--- src/rtl/css_pkg.sv ---
package css_pkg;
    typedef enum logic [1:0] {
        ST_IDLE   = 2'd0,
        ST_SEARCH = 2'd1,
        ST_LOCKED = 2'd2
    } css_state_e;
endpackage

--- src/rtl/css_flag_qual.sv ---
// Synchronises the two window-comparator flags and qualifies a trip once
// either has been high for PERSIST consecutive synchronised samples.
module css_flag_qual #(
    parameter int PERSIST = 4
) (
    input  logic clk,
    input  logic rst_n,
    input  logic clr_i,
    input  logic hi_i,
    input  logic lo_i,
    output logic trip_o
);
    localparam int RUN_W = $clog2(PERSIST + 1);
    localparam logic [RUN_W-1:0] RUN_MAX = RUN_W'(PERSIST);

    logic [1:0]       meta_q;
    logic [1:0]       sync_q;
    logic [RUN_W-1:0] run_q;

    always_ff @(posedge clk) begin
        if (!rst_n) begin
            meta_q <= '0;
            sync_q <= '0;
            run_q  <= '0;
        end else begin
            meta_q <= {hi_i, lo_i};
            sync_q <= meta_q;
            if (clr_i)
                run_q <= '0;
            else if (|sync_q)
                run_q <= (run_q == RUN_MAX) ? run_q : run_q + 1'b1;
            else
                run_q <= '0;
        end
    end

    assign trip_o = (run_q == RUN_MAX);

    AST_RUN_CAPPED: assert property (@(posedge clk) disable iff (!rst_n)
        run_q <= RUN_MAX);

    AST_TRIP_NEEDS_FLAG: assert property (@(posedge clk) disable iff (!rst_n)
        $rose(trip_o) |-> $past(|sync_q));
endmodule

--- src/rtl/css_sequencer.sv ---
// Search state machine with dwell timer and coarse code counter.
module css_sequencer
    import css_pkg::*;
#(
    parameter int CODE_W = 8,
    parameter int DWELL  = 16
) (
    input  logic              clk,
    input  logic              rst_n,
    input  logic              start_i,
    input  logic              trip_i,
    output logic [CODE_W-1:0] code_o,
    output logic              locked_o,
    output logic              sweep_done_o
);
    localparam int DW_W = (DWELL > 1) ? $clog2(DWELL) : 1;
    localparam logic [DW_W-1:0]   DW_LAST  = DW_W'(DWELL - 1);
    localparam logic [CODE_W-1:0] CODE_MAX = '1;

    css_state_e        st_q, st_d;
    logic [DW_W-1:0]   dwell_q;
    logic [CODE_W-1:0] code_q;
    logic              done_q;

    // next-state logic
    always_comb begin
        st_d = st_q;
        unique case (st_q)
            ST_IDLE:   if (start_i) st_d = ST_SEARCH;
            ST_SEARCH: begin
                if (start_i)     st_d = ST_SEARCH;
                else if (trip_i) st_d = ST_LOCKED;
            end
            ST_LOCKED: if (start_i) st_d = ST_SEARCH;
            default:   st_d = ST_IDLE;
        endcase
    end

    // state register
    always_ff @(posedge clk) begin
        if (!rst_n) st_q <= ST_IDLE;
        else        st_q <= st_d;
    end

    // outputs: dwell timer, code counter, wrap pulse
    always_ff @(posedge clk) begin
        if (!rst_n) begin
            dwell_q <= '0;
            code_q  <= '0;
            done_q  <= 1'b0;
        end else begin
            done_q <= 1'b0;
            if (start_i) begin
                dwell_q <= '0;
                code_q  <= '0;
            end else if (st_q == ST_SEARCH && !trip_i) begin
                if (dwell_q == DW_LAST) begin
                    dwell_q <= '0;
                    code_q  <= code_q + 1'b1;
                    done_q  <= (code_q == CODE_MAX);
                end else begin
                    dwell_q <= dwell_q + 1'b1;
                end
            end
        end
    end

    assign code_o       = code_q;
    assign locked_o     = (st_q == ST_LOCKED);
    assign sweep_done_o = done_q;

    AST_IDLE_HOLD: assert property (@(posedge clk) disable iff (!rst_n)
        (st_q == ST_IDLE && !start_i) |=> (code_q == '0));

    AST_STEP_BY_ONE: assert property (@(posedge clk) disable iff (!rst_n)
        (st_q == ST_SEARCH && !start_i && code_q != CODE_MAX)
        |=> (code_q == $past(code_q) || code_q == $past(code_q) + 1'b1));

    AST_LOCK_NEEDS_TRIP: assert property (@(posedge clk) disable iff (!rst_n)
        $rose(locked_o) |-> $past(trip_i));

    AST_LOCKED_FROZEN: assert property (@(posedge clk) disable iff (!rst_n)
        (locked_o && !start_i) |=> ($stable(code_q) && locked_o));

    AST_DONE_ONE_CYCLE: assert property (@(posedge clk) disable iff (!rst_n)
        sweep_done_o |=> !sweep_done_o);

    AST_DONE_AT_ZERO: assert property (@(posedge clk) disable iff (!rst_n)
        sweep_done_o |-> (code_q == '0));
endmodule

--- src/rtl/css_code_enc.sv ---
// Splits the coarse code into a thermometer upper field and a binary lower field.
module css_code_enc #(
    parameter int CODE_W = 8,
    parameter int SEG_W  = 4
) (
    input  logic [CODE_W-1:0]       code_i,
    output logic [(2**SEG_W)-2:0]   therm_o,
    output logic [CODE_W-SEG_W-1:0] bin_o
);
    localparam int BIN_W = CODE_W - SEG_W;
    localparam int SEG_N = (2**SEG_W) - 1;

    logic [SEG_W-1:0] seg;
    assign seg   = code_i[CODE_W-1:BIN_W];
    assign bin_o = code_i[BIN_W-1:0];

    for (genvar k = 0; k < SEG_N; k++) begin : g_therm
        assign therm_o[k] = (seg > SEG_W'(k));
    end
endmodule

--- src/rtl/coarse_search_ctrl.sv ---
module coarse_search_ctrl #(
    parameter int CODE_W  = 8,
    parameter int SEG_W   = 4,
    parameter int DWELL   = 16,
    parameter int PERSIST = 4
) (
    input  logic                    clk,
    input  logic                    rst_n,
    input  logic                    start_i,
    input  logic                    fd_hi_i,
    input  logic                    fd_lo_i,
    output logic [CODE_W-1:0]       code_o,
    output logic [(2**SEG_W)-2:0]   therm_o,
    output logic [CODE_W-SEG_W-1:0] bin_o,
    output logic                    locked_o,
    output logic                    sweep_done_o
);
    localparam int BIN_W = CODE_W - SEG_W;

    logic trip;

    css_flag_qual #(.PERSIST(PERSIST)) u_qual (
        .clk    (clk),
        .rst_n  (rst_n),
        .clr_i  (start_i),
        .hi_i   (fd_hi_i),
        .lo_i   (fd_lo_i),
        .trip_o (trip)
    );

    css_sequencer #(.CODE_W(CODE_W), .DWELL(DWELL)) u_seq (
        .clk          (clk),
        .rst_n        (rst_n),
        .start_i      (start_i),
        .trip_i       (trip),
        .code_o       (code_o),
        .locked_o     (locked_o),
        .sweep_done_o (sweep_done_o)
    );

    css_code_enc #(.CODE_W(CODE_W), .SEG_W(SEG_W)) u_enc (
        .code_i  (code_o),
        .therm_o (therm_o),
        .bin_o   (bin_o)
    );

    AST_THERM_COUNT: assert property (@(posedge clk) disable iff (!rst_n)
        $countones(therm_o) == int'(code_o[CODE_W-1:BIN_W]));

    AST_THERM_SHAPE: assert property (@(posedge clk) disable iff (!rst_n)
        ((therm_o + 1'b1) & therm_o) == '0);
endmodule

--- config.mk ---
export PLATFORM = sky130hd
export DESIGN_NAME = coarse_search_ctrl
export DESIGN_NICKNAME = d
export VERILOG_FILES = /design/src/rtl/css_pkg.sv /design/src/rtl/css_flag_qual.sv /design/src/rtl/css_sequencer.sv /design/src/rtl/css_code_enc.sv /design/src/rtl/coarse_search_ctrl.sv
export SDC_FILE = /design/constraint.sdc
export NUM_CORES = 1
export LEC_CHECK = 0
export BUFFER_PORTS_ARGS = -buffer_cell sky130_fd_sc_hd__buf_2
export CORE_ASPECT_RATIO = 0.5
export CORE_UTILIZATION = 40
export DETAILED_ROUTE_END_ITERATION = 6
export HOLD_SLACK_MARGIN = 0.1
export PLACE_DENSITY = 0.7
export SYNTH_ARGS = -nofsm -noshare
export SYNTH_HDL_FRONTEND = slang
export SYNTH_HIERARCHICAL = 1
export SYNTH_SLANG_ARGS = --single-unit
--- constraint.sdc ---
create_clock -name clk -period 4.85 [get_ports clk]
set_clock_uncertainty 0.05 [all_clocks]
set_input_delay 1.2125 -clock clk [delete_from_list [all_inputs] [get_ports clk]]
set_output_delay 1.2125 -clock clk [all_outputs]
set_load 0.05 [all_outputs]
=== Word level (Yosys, flattened, before mapping) ===
Cells that the tools add are included.

* Add/subtract/negate cells: 3
* $lt $le $gt $ge: 15
* Equal/unequal tests: 7
* Mux-type cells: 5
* Bitwise gates (word level): 4
* Reduce and logical (&&, ||, !) cells: 10

{| class="wikitable"
|+ Operators with widths
! operator !! count
|-
| 4-bit > comparator (second input constant) || 7
|-
| 4-bit by 3-bit > comparator with 1-bit output (second input constant) || 4
|-
| 8-bit by 1-bit adder with 8-bit output (second input constant) || 1
|-
| 8-bit == test (second input constant) || 1
|-
| 4-bit by 1-bit > comparator with 1-bit output (second input constant) || 2
|-
| 4-bit by 2-bit > comparator with 1-bit output (second input constant) || 2
|-
| 2-bit two-way mux || 3
|-
| 2-bit OR reduction || 3
|-
| 4-bit by 1-bit adder with 4-bit output (second input constant) || 1
|-
| 4-bit == test (second input constant) || 1
|-
| 4-bit two-way mux || 1
|-
| 1-bit inverter || 4
|-
| 2-bit one-hot mux with 2 select lines || 1
|-
| 2-bit AND reduction || 2
|-
| 4-bit OR reduction || 1
|-
| 3-bit by 1-bit adder with 3-bit output (second input constant) || 1
|-
| 3-bit == test (second input constant) || 1
|-
| 3-bit by 2-bit inequality test with 1-bit output (second input constant) || 1
|-
| 3-bit OR reduction || 1
|-
| 2-bit by 1-bit == test with 1-bit output (second input constant) || 1
|-
| 2-bit == test (second input constant) || 1
|-
| 2-bit logical NOT || 1
|-
| 2-bit by 1-bit inequality test with 1-bit output (second input constant) || 1
|-
| 1-bit logical AND || 1
|-
| 1-bit logical NOT || 1
|}

* Register bits after elaboration: 22
* Input bits: 5

=== Longest topological paths before layout ===
Gate-level depths: netlist of the first run.

* Depth after elaboration: 5
* Gate-level depth with buffers: 7
* Mapped depth without buffers: 6

=== Hierarchy ===
The synthesis of the first run kept the hierarchy.

{| class="wikitable"
|+ By module, submodules not included
! module !! times used !! cells an instance !! area each (um2)
|-
| css_sequencer || 1 || 84 || 732.0
|-
| css_flag_qual || 1 || 27 || 294.0
|-
| css_code_enc || 1 || 28 || 170.2
|}

=== Worst setup path after synthesis of the first run ===
Ideal clock, no wire load.

* Kind: reg-to-output
* Start: register u_seq.code_q[6], in the netlist u_seq/code_o[6]
* End: output port therm_o[10]
* Arrival time: 1699 ps
* Path slack: 1889 ps
* Stages on the path, launching flop included: 4
* Buffers on the path: 1
* Cell sequence: dfxtp_1 > buf_2 > a21oi_1 > nor2b_1

* Word-level cells in the longest chain between the ends: 1

{| class="wikitable"
|+ RTL lines
! what !! line !! source
|-
| start, declared || css_sequencer.sv:22 || <nowiki>logic [CODE_W-1:0] code_q;</nowiki>
|-
| start signal, assigned || css_sequencer.sv:59 || <nowiki>code_q <= code_q + 1'b1;</nowiki>
|-
| 4-bit > comparator || css_code_enc.sv:18 || <nowiki>assign therm_o[k] = (seg > SEG_W'(k));</nowiki>
|-
| end, declared || coarse_search_ctrl.sv:13 || <nowiki>output logic [(2**SEG_W)-2:0] therm_o,</nowiki>
|}

No other way between the ends.

=== Worst setup path in the final report of the first run ===
* Start: register u_seq.code_q[6], in the netlist u_seq/code_o[6]
* End: output port therm_o[14]

The elaborated chain is that of the path after synthesis.

==> results of run 1 <==
==> stage by stage <==
stage,setup slack (ns),hold slack (ns)
2_1_floorplan,1.89,0.362
4_1_cts,2.23,0.392
3_3_place_gp,2.57,0.365
5_1_grt,2.12,0.399
6_report,2.22,0.387
3_5_place_dp,2.52,0.372
==> cell type report <==
cell class	count	area, sq um	area share [%]
multi-input cells	99	656	46.5
flip-flops and latches	22	440	31.3
repair buffers	33	165	11.7
well taps	37	46.3	3.29
clock buffers	3	41.3	2.93
clock inverters	1	30.0	2.13
inverters	8	30.0	2.13
==> cell usage in the layout, fill, tap and decap left out, types with 3 or more instances in the layout <==
cell,instances
or3_1,4
a21oi_1,9
mux2i_1,4
nand2b_1,6
nor2b_1,3
ha_1,4
inv_1,8
nand3_1,8
nand2_1,11
buf_2,33
clkbuf_8,3
and2_1,5
o21ai_0,5
nor2_1,8
dfxtp_1,22
==> state kept, by name, indices dropped and copies added (netlist names) <==
name,flops
u_seq/dwell_q,4
u_qual/meta_q,2
u_seq/sweep_done_o,1
u_seq/code_o,8
u_qual/run_q,3
u_seq/st_q,2
u_qual/sync_q,2
==> kinds of logic after synthesis <==
group,after synthesis,share of synthesized area [%]
AOI/OAI and AO/OA,26,14.9
xor gates and xnor gates,1,0.732
adders and majority gates,4,4.18
buffers and inverters,18,8.37
DFF,22,36.8
muxes,4,3.35
and+or+nand+nor,64,31.7
==> per-layer routing <==
| layer | vias to the layer above | GRT usage (%) | share of wire [%] |
|---|---|---|---|
| met5 | - | 0 | 0 |
| met4 | 0 | 4.09 | 0.91 |
| met3 | 2 | 4.89 | 3.7 |
| met2 | 20 | 25.4 | 42 |
| met1 | 465 | 18.1 | 53 |
| li1 | 539 | - | - |
==> where the power goes <==
| part | switching (uW) | leakage (uW) | internal, uW |
|---|---|---|---|
| clock | 59.6 | 0.0000357 | 110 |
| sequential | 1.88 | 0.000179 | 183 |
| combinational | 9.91 | 0.000455 | 7.17 |
| total | 71.4 | 0.000669 | 301 |
==> critical path, delay by kind of cell (launching register included) <==
kind | cells | cell delay (ns)
flops | 1 | 0.57
buf+inv | 1 | 0.26
simple gates | 2 | 0.27
==> worst min-delay path by stage <==
| stage | from | to | slack (ns) | cells past startpoint |
|---|---|---|---|---|
| after floorplan | u_qual/meta_q[0] | u_qual/sync_q[0] | 0.36 | 1 |
| after global placement | u_qual/meta_q[1] | u_qual/sync_q[1] | 0.37 | 1 |
| after detailed placement | u_qual/meta_q[1] | u_qual/sync_q[1] | 0.37 | 1 |
| after CTS | u_qual/meta_q[1] | u_qual/sync_q[1] | 0.39 | 1 |
| after global routing | u_qual/meta_q[0] | u_qual/sync_q[0] | 0.40 | 1 |
| final | u_qual/meta_q[0] | u_qual/sync_q[0] | 0.39 | 1 |
==> out/results.tsv, run 1 <==
metric	value	unit
fin util	51.9	%
Commonest cells post-synth	dfxtp_1 (22), nand2_1 (11), a21oi_1 (9)	
Synth cell types	40	
final worst path period share	54.3	%
Fill cells	256	
CTS tree	built	
Clock Path Buffers	2	
Avg Inst Size Synth	8.61	sq um
most common cell in the netlist	dfxtp_1	
fin cells	203	
Critical Path Slowest Stage Cell	dfxtp_1	
min Tclk post-route	2.63	ns
# H-tree levels	1	
clk sinks	22	
RSZ-0062 raised after global routing	false	
DRT Pass-1 Iters	4	
sequential area share after synthesis	36.8	%
synth top area cells	dfxtp_1 (37%), ha_1 (4.2%), a21oi_1 (3.8%), nand2_1 (3.5%), mux2i_1 (3.3%)	
via-per-instance ratio	5.05	
die height	40.7	um
Starting Density	44.0	%
Initial DRC Count	31	
cts-stage hold buffer count	0	
fmax	380	MHz
crit path capture	therm_o[14]	
design area	1410	sq um
Resized Gates After CTS	0	
All-Layer GR Usage	14.7	%
Worst R2R Start	u_qual/run_q[0]	
Pwr Total	372	uW
final net count	176	
# port buffers	33	
total negative slack	0	ns
clock transition at the registers of the reported paths	0.08	ns
Root Driver	clkbuf_8	
max-slew violations	0	
CTS Buf Count	3	
GRT overflow	0	
Skew-Pair Late Insertion Delay	0.26	ns
Slew @ Worst Pin	0.540	ns
CP Data Required Time	3.59	ns
Antenna Cells	0	
Placer Congestion	0.738	
critical path arrival	1.37	ns
Seq cells post-synth	22	
vias in the first global route	748	
Ports	34	
max_cap viols	0	
crit path cell chain	nand2_1, nor2_1, buf_2	
R2R Setup Slk	2.66	ns
Worst R2R Path Depth	6	
first-pass GRT wire length	3.44	mm
Primary FF master, synth	dfxtp_1	
post-synth net total	148	
drt total wl	2.30	mm
DP HPWL	1.61	mm
initial antenna violation count	0	
kind of critical path	flip-flop to primary output	
post-CTS setup buffer count	0	
Final Hold Viols	0	
mapped cell area	1200	sq um
Die W	79.3	um
row cnt	13	
Worst Hold Class	flip-flop to flip-flop	
Synthesis Warnings	6	
dpl cells	199	
largest net degree at the start of global routing	16	
# setup viols final	0	
Crit. End Element	primary output	
top cell type's share of synthesized area	36.8	%
P&R area growth vs syn	17.8	%
status	finished, final reports clean	
power density cells	264	nW/um^2
Synth area leader	dfxtp_1	
core footprint	2720	sq um
area of placed instances	1340	sq um
DRC viols	0	
RR Endpoint	u_seq/code_o[3]	
Routed Antenna Nets	0	
Post-synth ARST share	0	%
number of synthesized flops with an enable pin	0	
Leakage	0.000669	uW
Worst path max stage delay	0.57	ns
Vias	1026	
Slew HR	63.9	%
Setup crit start	u_seq/code_o[6]	
die area	3230	sq um
share of cells above drive strength 1	28.3	%
Startpoint Class	flip-flop	
DR WL/cell	11.3	um
Max VDD drop	0.000145	V
crit-path max FO	14	
Cells after Synth	139	
No activity file was read; power rests on OpenSTA's default activity.
==> run 2: changes to the inputs <==
--- a/config.mk
+++ b/config.mk
@@ -10,7 +10,7 @@
 export CORE_UTILIZATION = 40
 export DETAILED_ROUTE_END_ITERATION = 6
 export HOLD_SLACK_MARGIN = 0.1
-export PLACE_DENSITY = 0.7
+export PLACE_DENSITY = 0.72
 export SYNTH_ARGS = -nofsm -noshare
 export SYNTH_HDL_FRONTEND = slang
 export SYNTH_HIERARCHICAL = 1
==> constraint.sdc (replaced) <==
create_clock -name clk -period 2.3 [get_ports clk]
set_clock_uncertainty 0.05 [all_clocks]
set_input_delay 0.575 -clock clk [delete_from_list [all_inputs] [get_ports clk]]
set_output_delay 0.575 -clock clk [all_outputs]
set_load 0.05 [all_outputs]
==> out/results.tsv, run 2 (synthesized netlist as in run 1, its figures left out) <==
metric	value	unit
# port buffers	33	
fin util	52.0	%
via-per-instance ratio	5.04	
dpl cells	200	
DRC viols	0	
DR WL/cell	11.3	um
Placer Congestion	0.790	
Skew-Pair Late Insertion Delay	0.26	ns
# H-tree levels	1	
share of cells above drive strength 1	30.4	%
Max VDD drop	0.000251	V
Starting Density	44.0	%
Startpoint Class	flip-flop	
Vias	1033	
drt total wl	2.32	mm
CTS tree	built	
die area	3230	sq um
die height	40.7	um
Slew HR	65.3	%
cts-stage hold buffer count	0	
Slew @ Worst Pin	0.519	ns
crit-path max FO	11	
max FFs per register	8	
leading cell type in the layout, fill and taps excluded	buf_2	
RSZ-0062 raised after global routing	false	
critical path arrival	2.31	ns
All-Layer GR Usage	14.1	%
CTS Buf Count	3	
Ports	34	
fmax	461	MHz
Initial DRC Count	32	
clock transition at the registers of the reported paths	0.08	ns
Clock Path Buffers	2	
core footprint	2720	sq um
final net count	178	
min Tclk post-route	2.17	ns
Worst Hold Class	flip-flop to flip-flop	
Crit. End Element	flip-flop	
Routed Antenna Nets	0	
Pwr Total	703	uW
max_cap viols	0	
area of placed instances	1350	sq um
final worst path period share	94.2	%
Final Hold Viols	0	
max-slew violations	0	
row cnt	13	
status	finished, final reports clean	
fin cells	205	
commonest non-fill, non-tap cells in the layout	buf_2 (33), dfxtp_1 (21), nand2_1 (11)	
P&R area growth vs syn	18.0	%
DRT Pass-1 Iters	4	
# setup viols final	0	
power density cells	498	nW/um^2
Antenna Cells	0	
clk sinks	22	
DP HPWL	1.64	mm
CP Data Required Time	2.44	ns
GRT overflow	0	
initial antenna violation count	0	
Die W	79.3	um
first-pass GRT wire length	3.34	mm
Root Driver	clkbuf_8	
Leakage	0.000672	uW
design area	1410	sq um
total negative slack	0	ns
vias in the first global route	742	
largest net degree at the start of global routing	16	
kind of critical path	flip-flop to flip-flop	
[run 2: critical path, stage by stage, from the launching register on]
cell and delay (ns):
dfxtp_1 0.36, inv_1 0.06, ha_1 0.25, and2_1 0.23, or3b_4 0.48, or4_1 0.52, a21oi_1 0.14
[run 2: layout make-up]
type | instances | area, sq um
fillers | 260 | 1310
multi-input cells | 99 | 658
flip-flops and latches | 22 | 442
repair buffers | 35 | 180
clock buffers | 4 | 55.1
well taps | 37 | 46.3
inverters | 8 | 30.0
[run 2: power breakdown]
part | internal (uW) | switching [uW] | total [uW] | leakage (uW)
sequential | 387 | 3.91 | 391 | 0.000179
clock | 152 | 119 | 271 | 0.0000288
combinational | 18.1 | 22.3 | 40.4 | 0.000464
[run 2: through the flow]
step / worst slack (ns) / hold WS [ns]
2_1_floorplan: 0.0118 / 0.362
3_3_place_gp: 0.212 / 0.365
3_5_place_dp: 0.153 / 0.372
4_1_cts: 0.120 / 0.390
5_1_grt: 0.0120 / 0.413
6_report: 0.133 / 0.387
[run 2: path summary, 6_finish.rpt]
check | from | endpoint | slack [ns] | depth (start not counted)
max | u_qual/run_q[1] | u_seq/code_o[3] | 0.13 | 6
min | u_qual/meta_q[1] | u_qual/sync_q[1] | 0.39 | 1
max reg2reg | u_qual/run_q[1] | u_seq/code_o[3] | 0.13 | 6
min reg2reg | u_qual/meta_q[1] | u_qual/sync_q[1] | 0.39 | 1
[run 2: layer usage]
metal,GRT usage [%],part of all wire [%],wire [um]
met5,0,0,0
met4,4.09,0.48,11
met3,4.67,4.1,96
met2,22.4,43,996
met1,18.7,52,1210
[run 2: repair_timing]
action | CTS | global route
buffers inserted | 0 | 1
endpoints found under the hold margin | 0 | 0
endpoints found under the setup margin | 0 | 2
gates resized for setup | 0 | 1
==> run 3: changes to the inputs <==
--- a/config.mk
+++ b/config.mk
@@ -7,6 +7,7 @@
 export LEC_CHECK = 0
 export BUFFER_PORTS_ARGS = -buffer_cell sky130_fd_sc_hd__buf_2
 export CORE_ASPECT_RATIO = 0.5
+export CORE_MARGIN = 10
 export CORE_UTILIZATION = 40
 export DETAILED_ROUTE_END_ITERATION = 6
 export HOLD_SLACK_MARGIN = 0.1
==> out/results.tsv, run 3 (synthesized netlist as in run 1, its figures left out) <==
metric	value	unit
clk sinks	22	
area of placed instances	1350	sq um
GRT overflow	0	
kind of critical path	flip-flop to flip-flop	
commonest non-fill, non-tap cells in the layout	buf_2 (33), dfxtp_1 (22), nand2_1 (11)	
DRT Pass-1 Iters	4	
Die W	97.3	um
max FFs per register	8	
Worst path max stage delay	0.52	ns
Root Driver	clkbuf_8	
hold path depth	1	
P&R area growth vs syn	18.6	%
core footprint	2720	sq um
leading cell type in the layout, fill and taps excluded	buf_2	
final net count	177	
via-per-instance ratio	5.13	
row cnt	13	
total negative slack	0	ns
Fill cells	257	
Max VDD drop	0.000253	V
cts-stage hold buffer count	0	
Placer Congestion	0.809	
Initial DRC Count	83	
Ports	34	
RSZ-0062 raised after global routing	false	
final worst path period share	94.3	%
DP HPWL	2.00	mm
Critical Path Slowest Stage Cell	or4_1	
Routed Antenna Nets	0	
# H-tree levels	1	
clock transition at the registers of the reported paths	0.08	ns
first-pass GRT wire length	4.64	mm
crit-path max FO	14	
Clock Path Buffers	2	
vias in the first global route	1002	
CTS tree	built	
R2R Setup Slk	0.13	ns
CTS Buf Count	3	
Final Hold Viols	0	
Antenna Cells	0	
max_cap viols	0	
Slew @ Worst Pin	0.506	ns
power density cells	558	nW/um^2
Startpoint Class	flip-flop	
Worst R2R Path Depth	6	
fin util	52.2	%
Worst Hold Class	flip-flop to flip-flop	
# port buffers	33	
die height	58.7	um
Leakage	0.000674	uW
DR WL/cell	13.1	um
drt total wl	2.68	mm
Skew-Pair Late Insertion Delay	0.26	ns
fmax	461	MHz
Starting Density	44.0	%
share of cells above drive strength 1	29.3	%
min Tclk post-route	2.17	ns
crit path capture	u_seq/code_o[3]	
# setup viols final	0	
largest net degree at the start of global routing	16	
crit path cell chain	inv_1, ha_1, and2_1, or3b_4, or4_1, a21oi_1	
Slew HR	66.2	%
max-slew violations	0	
CP Data Required Time	2.44	ns
RR Endpoint	u_seq/code_o[3]	
Hold Worst Slack	0.389	ns
Setup crit start	u_qual/run_q[0]	
status	finished, final reports clean	
Vias	1046	
initial antenna violation count	0	
design area	1420	sq um
DRC viols	0	
Crit. End Element	flip-flop	
die area	5710	sq um
critical path arrival	2.31	ns
Worst R2R Start	u_qual/run_q[0]	
Resized Gates After CTS	0	
All-Layer GR Usage	9.49	%
post-CTS setup buffer count	0	
-- run 3: cell type report --
cell class                 instances  area, sq um  share of cell area, %
clock inverter                     1         30.0                   2.12
tap                               37         46.3                   3.26
clock buffer                       3         41.3                   2.91
sequential                        22          440                   31.0
multi-input combinational         99          658                   46.4
timing repair buffer              34          173                   12.2
inverter                           8         30.0                   2.12
-- run 3: worst max-delay path, delay by kind of cell, from the launching register on --
| kind | cells | cell delay [ns] |
|---|---|---|
| AO/OA/AOI/OAI | 1 | 0.14 |
| adder cells (fa/ha/maj) | 1 | 0.25 |
| buffers and inverters | 1 | 0.06 |
| flip-flops | 1 | 0.38 |
| AND/OR/NAND/NOR | 3 | 1.22 |
-- run 3: worst min path at each step --
stage                                 from               end  slack [ns]
final                     u_qual/meta_q[0]  u_qual/sync_q[0]        0.39
after global routing      u_qual/meta_q[1]  u_qual/sync_q[1]        0.41
after CTS                 u_qual/meta_q[0]  u_qual/sync_q[0]        0.39
after detailed placement  u_qual/meta_q[0]  u_qual/sync_q[0]        0.37
after global placement    u_qual/meta_q[1]  u_qual/sync_q[1]        0.37
after floorplan           u_qual/meta_q[0]  u_qual/sync_q[0]        0.36
-- run 3: where the power goes --
| part | internal [uW] | switching [uW] |
|---|---|---|
| logic | 16.6 | 22.2 |
| clock network | 232 | 129 |
| registers | 387 | 3.93 |
| total | 636 | 156 |
-- run 3: metrics by stage --
stage          cells  worst slack [ns]  power [uW]
6_report         204             0.130         791
5_1_grt          204            0.0308         821
4_1_cts          204             0.129         800
3_5_place_dp     200             0.156         438
3_3_place_gp     200             0.225         437
2_1_floorplan    139            0.0118         426
-- run 3: layer usage --
layer / GRT usage (%) / part of all wire [%] / up-vias / wire [um]
met5: 0 / 0 / - / 0
li1: - / - / 539 / -
met3: 3.26 / 7.0 / 2 / 187
met2: 16.4 / 47 / 22 / 1250
met4: 2.47 / 1.0 / 0 / 27
met1: 11.2 / 45 / 483 / 1210
